## src/rtl/gpio_mask_pkg.sv

```systemverilog
package gpio_mask_pkg;
  // Lowest byte-address bit that carries the pin mask.
  localparam int unsigned MASK_LSB = 2;

  typedef enum logic [1:0] {
    ACC_IDLE  = 2'b00,
    ACC_READ  = 2'b01,
    ACC_WRITE = 2'b10
  } acc_kind_e;
endpackage

```

## src/rtl/gpio_in_sync.sv

```systemverilog
module gpio_in_sync #(
  parameter int unsigned WIDTH  = 8,
  parameter int unsigned STAGES = 2
) (
  input  logic             clk,
  input  logic             rst,
  input  logic [WIDTH-1:0] din,
  output logic [WIDTH-1:0] dout
);
  logic [WIDTH-1:0] stage_q [STAGES];

  for (genvar g = 0; g < STAGES; g++) begin : g_stage
    always_ff @(posedge clk) begin
      if (rst) begin
        stage_q[g] <= '0;
      end else begin
        if (g == 0) stage_q[g] <= din;
        else        stage_q[g] <= stage_q[(g == 0) ? 0 : g-1];
      end
    end
  end

  assign dout = stage_q[STAGES-1];
endmodule

```

## src/rtl/gpio_out_latch.sv

```systemverilog
module gpio_out_latch #(
  parameter int unsigned PINS = 8
) (
  input  logic            clk,
  input  logic            rst,
  input  logic            wr_en,
  input  logic [PINS-1:0] wr_mask,
  input  logic [PINS-1:0] wr_data,
  input  logic [PINS-1:0] dir,
  output logic [PINS-1:0] out_q,
  output logic [PINS-1:0] oe_q
);
  always_ff @(posedge clk) begin
    if (rst) begin
      out_q <= '0;
      oe_q  <= '0;
    end else begin
      oe_q <= dir;
      if (wr_en) out_q <= (out_q & ~wr_mask) | (wr_data & wr_mask);
    end
  end
endmodule

```

## src/rtl/gpio_read_path.sv

```systemverilog
module gpio_read_path #(
  parameter int unsigned PINS = 8
) (
  input  logic            clk,
  input  logic            rst,
  input  logic            rd_en,
  input  logic [PINS-1:0] rd_mask,
  input  logic [PINS-1:0] dir,
  input  logic [PINS-1:0] latch_val,
  input  logic [PINS-1:0] sync_val,
  output logic            rd_valid,
  output logic [PINS-1:0] rd_data
);
  logic [PINS-1:0] level;

  for (genvar p = 0; p < PINS; p++) begin : g_pick
    assign level[p] = dir[p] ? latch_val[p] : sync_val[p];
  end

  always_ff @(posedge clk) begin
    if (rst) begin
      rd_valid <= 1'b0;
      rd_data  <= '0;
    end else begin
      rd_valid <= rd_en;
      rd_data  <= rd_en ? (level & rd_mask) : '0;
    end
  end
endmodule

```

## src/rtl/masked_gpio_port.sv

```systemverilog
module masked_gpio_port
  import gpio_mask_pkg::*;
#(
  parameter int unsigned PINS        = 8,
  parameter int unsigned ADDR_W      = 10,
  parameter int unsigned SYNC_STAGES = 2
) (
  input  logic              clk,
  input  logic              rst,
  input  logic              req_valid,
  input  logic              req_write,
  input  logic [ADDR_W-1:0] req_addr,
  input  logic [PINS-1:0]   req_wdata,
  input  logic [PINS-1:0]   pin_dir,
  input  logic [PINS-1:0]   pin_in,
  output logic [PINS-1:0]   pin_out,
  output logic [PINS-1:0]   pin_oe,
  output logic              rd_valid,
  output logic [PINS-1:0]   rd_data
);
  localparam int unsigned SHIFT = MASK_LSB;

  acc_kind_e       kind;
  logic [PINS-1:0] acc_mask;
  logic [PINS-1:0] sync_val;

  assign acc_mask = PINS'(req_addr >> SHIFT);

  always_comb begin
    if (!req_valid)     kind = ACC_IDLE;
    else if (req_write) kind = ACC_WRITE;
    else                kind = ACC_READ;
  end

  gpio_in_sync #(.WIDTH(PINS), .STAGES(SYNC_STAGES)) u_sync (
    .clk  (clk),
    .rst  (rst),
    .din  (pin_in),
    .dout (sync_val)
  );

  gpio_out_latch #(.PINS(PINS)) u_latch (
    .clk     (clk),
    .rst     (rst),
    .wr_en   (kind == ACC_WRITE),
    .wr_mask (acc_mask),
    .wr_data (req_wdata),
    .dir     (pin_dir),
    .out_q   (pin_out),
    .oe_q    (pin_oe)
  );

  gpio_read_path #(.PINS(PINS)) u_rd (
    .clk       (clk),
    .rst       (rst),
    .rd_en     (kind == ACC_READ),
    .rd_mask   (acc_mask),
    .dir       (pin_dir),
    .latch_val (pin_out),
    .sync_val  (sync_val),
    .rd_valid  (rd_valid),
    .rd_data   (rd_data)
  );
endmodule

```

## config.mk

```make
export PLATFORM = sky130hd
export DESIGN_NAME = masked_gpio_port
export DESIGN_NICKNAME = d
export VERILOG_FILES = /design/src/rtl/gpio_mask_pkg.sv /design/src/rtl/gpio_in_sync.sv /design/src/rtl/gpio_out_latch.sv /design/src/rtl/gpio_read_path.sv /design/src/rtl/masked_gpio_port.sv
export SDC_FILE = /design/constraint.sdc
export NUM_CORES = 1
export LEC_CHECK = 0
export BUFFER_PORTS_ARGS = -buffer_cell sky130_fd_sc_hd__buf_2
export CAP_MARGIN = 15
export CORE_MARGIN = 2
export CORE_UTILIZATION = 48
export CTS_CLUSTER_DIAMETER = 120
export CTS_CLUSTER_SIZE = 20
export DETAILED_ROUTE_END_ITERATION = 6
export PLACE_DENSITY_LB_ADDON = 0.05
export SLEW_MARGIN = 15
export SYNTH_ARGS = -nofsm -noshare
export SYNTH_HDL_FRONTEND = slang
export SYNTH_SLANG_ARGS = --single-unit
```

## constraint.sdc

```tcl
create_clock -name clk -period 2.2 [get_ports clk]
set_input_delay 0.22 -clock clk [delete_from_list [all_inputs] [get_ports clk]]
set_output_delay 0.22 -clock clk [all_outputs]
set_load 0.1 [all_outputs]
```

* Yosys cells after proc, flatten, opt, wreduce, memory -nomap -nowiden
Memory sizes are Yosys's and may differ from the RTL's.
Cells that the tools add are included.
** Cells by class
- Add/sub/neg operators :: 0
- Multiply operators :: 0
- Div/mod/pow operators :: 0
- $lt $le $gt $ge :: 0
- Equal/unequal tests :: 2
- Shift-type cells :: 0
- Multiplexer cells :: 15
- Bitwise gates (word level) :: 8
- Reduce and logical (&&, ||, !) cells :: 1
** Operators with widths (number)
- bitwise AND 8 bit :: 3
- 2-to-1 mux 8 bit :: 2
- 2-to-1 mux 1 bit :: 11
- NOT 8 bit :: 1
- bitwise OR 8 bit :: 1
- 2-to-1 mux 2 bit :: 2
- equality test 2 x 1 -> 1 bit (second input constant) :: 1
- equality test 2 bit (second input constant) :: 1
- bitwise OR 1 bit :: 2
- OR reduction 2 bit :: 1
- NOT 1 bit :: 1
** Storage, ports and cells
- Register bits after elaboration :: 25
- Bits in latches :: 0
- Bits in writable memories :: 16
- ROM bits :: 0
- Input bits :: 38
- Output and inout bits :: 25
- Logic and storage cells :: 31
- Memories :: 1
** Memories
- u_sync.stage_q :: depth 2, bits a word 8, rd ports 2, clocked after Yosys merged registers in 0, wr ports 2, RTL line gpio_in_sync.sv:10 : logic [WIDTH-1:0] stage_q [STAGES];

* Logic depth before layout (Yosys ltp)
- Depth after elaboration :: 5
- Gate-level depth with buffers :: 3
- Depth with buffers taken out :: 2

* Cells and area by module
Synthesis repeated with hierarchy kept, for this count alone.
** Unflattened totals
- Cells, all modules :: 113
- Area total of the unflattened synthesis :: 1407.6 sq um
** Modules (own cells, without submodules)
- gpio_out_latch :: instances 1, cells each 51, area each 569.3 sq um, seq. area each 320.3 sq um
- gpio_in_sync :: instances 1, cells each 33, area each 464.2 sq um, seq. area each 320.3 sq um
- gpio_read_path :: instances 1, cells each 27, area each 357.8 sq um, seq. area each 180.2 sq um
- masked_gpio_port :: instances 1, cells each 2, area each 16.3 sq um, seq. area each 0.0 sq um

* Worst setup path before layout
Ideal clock, no wire load.
- Path kind :: flip-flop to flip-flop
- From :: reg (tool-made name)
- To :: reg u_rd.rd_data[0]
- Library setup time :: 0.060 ns
- Arrival :: 1.361 ns
- Required time :: 2.140 ns
- Setup slack :: 0.779 ns
- Stages on the path, launching flop included :: 3
- Path buffers :: 0
- Clock period less this slack :: 1.421 ns
- Cells stage by stage :: dfxtp_1 -> mux2_2 -> and3_1
** RTL lines
- end signal: assignment :: RTL line gpio_read_path.sv:26 : rd_data <= rd_en ? (level & rd_mask) : '0;
- end: declaration :: RTL line gpio_read_path.sv:12 : output logic [PINS-1:0] rd_data

==> impl_metrics.py <==
metrics = {
    "run_status": {
        "status": "complete, no violations",
    },
    "detailed_routing": {
        "drc_errors": 0,
        "drt_wl_total_um": 2525,
        "drtPass1Iterations": 2,
        "via_count": 1009,
        "wl_per_cell_um": 11.85,
        "drt_iter0_drc": 22,
        "vias_per_cell": 4.737,
        "ant_nets": 0,
    },
    "timing": {
        "skew_ns": 0.01234,
        "setup_viol": 0,
        "rsz0062_at_grt": "no",
        "final_hold_viol_count": 0,
        "clock.fmax_mhz": 718.5,
        "fin_crit_sh_pct": 63.26,
        "slew_violations": 0,
        "slew_headroom_pct": 57.40,
        "fin_crit_ns": 1.392,
        "tightest_slew_ns": 0.6390,
        "setup_tns_ns": 0,
    },
    "synthesis": {
        "synth_area_per_cell_um2": 11.58,
        "netlist_area_um2": 1390,
        "seq_area_frac_synth_pct": 59.05,
        "syn_inst": 120,
        "synth-seq-cells": 41,
        "yosys_warnings": 0,
        "post_synth_num_cell_types": 11,
        "synthesis.nets": 158,
    },
    "worst_setup_path": {
        "path_max_fanout": 3,
        "worstPathRequired_ns": 1.98,
        "cp.buffers_inverters": 1,
        "slowest_stage": "buf_2",
        "path_cells": "buf_2",
        "arrival_ns": 1.17,
        "setup.worst_path.start_class": "flip-flop",
        "slowest_delay_ns": 0.44,
        "critPathKind": "flip-flop to output pin",
        "end_kind": "output pin",
        "rrSetupSlack_ns": 1.32,
        "cp_top_family": "buffers and inverters",
    },
    "die": {
        "die_area_um2": 3343,
        "die_y_um": 57.82,
        "dieWidth_um": 57.82,
        "num_rows": 19,
        "pin_count": 63,
        "start_util_pct": 50.41,
        "coreArea_um2": 2758,
    },
    "clock_network": {
        "ctsHoldBuffers": 0,
        "cts_buffer_depth": 2,
        "numCtsBuffers": 5,
        "worstSkewPairLatency_ns": 0.34,
        "post_cts_resized": 0,
        "cts_setup_buffers": 0,
        "clk_pin_slew_ns": 0.12,
        "clockRootBuffer": "clkbuf_4",
        "h-tree-depth": 2,
        "cts.sinks": 41,
        "cts_tree": "done",
    },
    "worst_hold_path": {
        "holdCritPathClass": "primary input to flip-flop",
    },
    "cells_and_area": {
        "drive_gt1_share_pct": 42.31,
        "layout.nets": 219,
        "final_cell_area_um2": 1759,
        "fillers": 254,
        "area_growth_syn_to_layout_pct": 26.55,
        "antenna_cells": 0,
    },
    "power_and_ir_drop": {
        "seqPwrFrac_pct": 55.4,
        "p_leak_nw": 0.9051,
        "p_sw_share_pct": 27.60,
        "p_comb_share_pct": 15.1,
        "p_total_mw": 1.405,
        "clockPowerShare_pct": 29.6,
        "power-per-cell-area_nw_per_um2": 798.9,
        "ir_worst_vdd_mv": 0.5859,
        "switching_power_mw": 0.3879,
        "p_int_mw": 1.018,
    },
    "place": {
        "dp_hpwl_um": 1772,
        "place_area_um2": 1689,
        "portBuffers": 60,
        "gp_congestion": 0.7362,
    },
    "run": {
        "cap_violations": 0,
    },
    "global_route": {
        "grt_pass1_wl_um": 4029,
        "gr-total-overflow": 0,
        "grt_max_degree": 42,
        "grt_pass1_vias": 964,
        "track_usage_pct": 16.49,
        "antenna_found_initial": 0,
    },
}
[final cells by class]
cell class	count	area (um^2)	share of cell area, %
clock buffer	7	65.06	3.698
clock inverter	1	5.005	0.2845
multi-input combinational	73	529.3	30.09
sequential	41	820.8	46.66
tap	31	38.79	2.205
timing repair buffer	60	300.3	17.07
[per-layer routing]
metal	GRT usage [%]	up-vias	routed length [um]
met5	0	-	0
met4	7.973	0	46
met3	6.920	6	204
met2	27.44	39	1204
met1	18.14	452	1070
li1	-	512	-
[cells in the mapped netlist]
| cell | n | area share (%) |
|---|---|---|
| nor3b_4 | 1 | 1.4 |
| nand2b_1 | 16 | 7.2 |
| mux2i_1 | 8 | 5.8 |
| nor2b_1 | 24 | 11 |
| buf_2 | 2 | 0.72 |
| and3_1 | 8 | 3.6 |
| clkbuf_1 | 2 | 0.54 |
| dfxtp_1 | 41 | 59 |
| mux2_2 | 8 | 6.5 |
| nand3_1 | 8 | 2.9 |
| buf_6 | 2 | 1.6 |
[cell usage in the layout, fill, tap and decap left out, drive strengths merged]
| master | synthesis | final |
|---|---|---|
| dfxtp | 41 | 41 |
| nor3b | 1 | 1 |
| mux2i | 8 | 8 |
| nand2b | 16 | 16 |
| clkinv | 0 | 1 |
| clkbuf | 2 | 7 |
| buf | 4 | 60 |
| and3 | 8 | 8 |
| mux2 | 8 | 8 |
| nand3 | 8 | 8 |
| nor2b | 24 | 24 |
[per-stage QoR]
step	instances	setup WS, ns	utilization, %	hold WS (ns)
after detailed placement	205	0.8985	61.25	0.4254
after floorplan	120	0.7791	-	0.3085
after CTS	213	0.8047	63.79	0.05929
after global routing	213	0.7550	63.79	0.05749
final	213	0.8083	63.79	0.07400
after global placement	205	0.9131	61.25	0.4164
[cells by family (layout without fill, tap and decap cells)]
| group | after synthesis | count (layout) | share of synthesized area, % |
|---|---|---|---|
| buf+inv | 6 | 68 | 2.880 |
| simple gates | 57 | 57 | 25.83 |
| mux | 16 | 16 | 12.24 |
| flops | 41 | 41 | 59.05 |
[worst paths after layout]
path / end / depth (start not counted) / startpoint
setup / recovery: pin_out[6] / 1 / flip-flop
hold / removal: u_sync.stage_q[0][7] / 2 / pin_in[7]
setup reg to reg: u_rd.rd_data[7] / 2 / flip-flop
hold reg to reg: u_sync.stage_q[1][2] / 1 / u_sync.stage_q[0][2]
[power groups by stage]
stage / sequential, mW / combinational, mW / clock [mW]
after floorplan: 0.899 / 0.0562 / 0
after global placement: 0.794 / 0.210 / 0
after detailed placement: 0.795 / 0.214 / 0
after CTS: 0.778 / 0.215 / 0.431
after global routing: 0.781 / 0.225 / 0.462
final: 0.778 / 0.212 / 0.415
No activity file was read; power rests on OpenSTA's default activity.
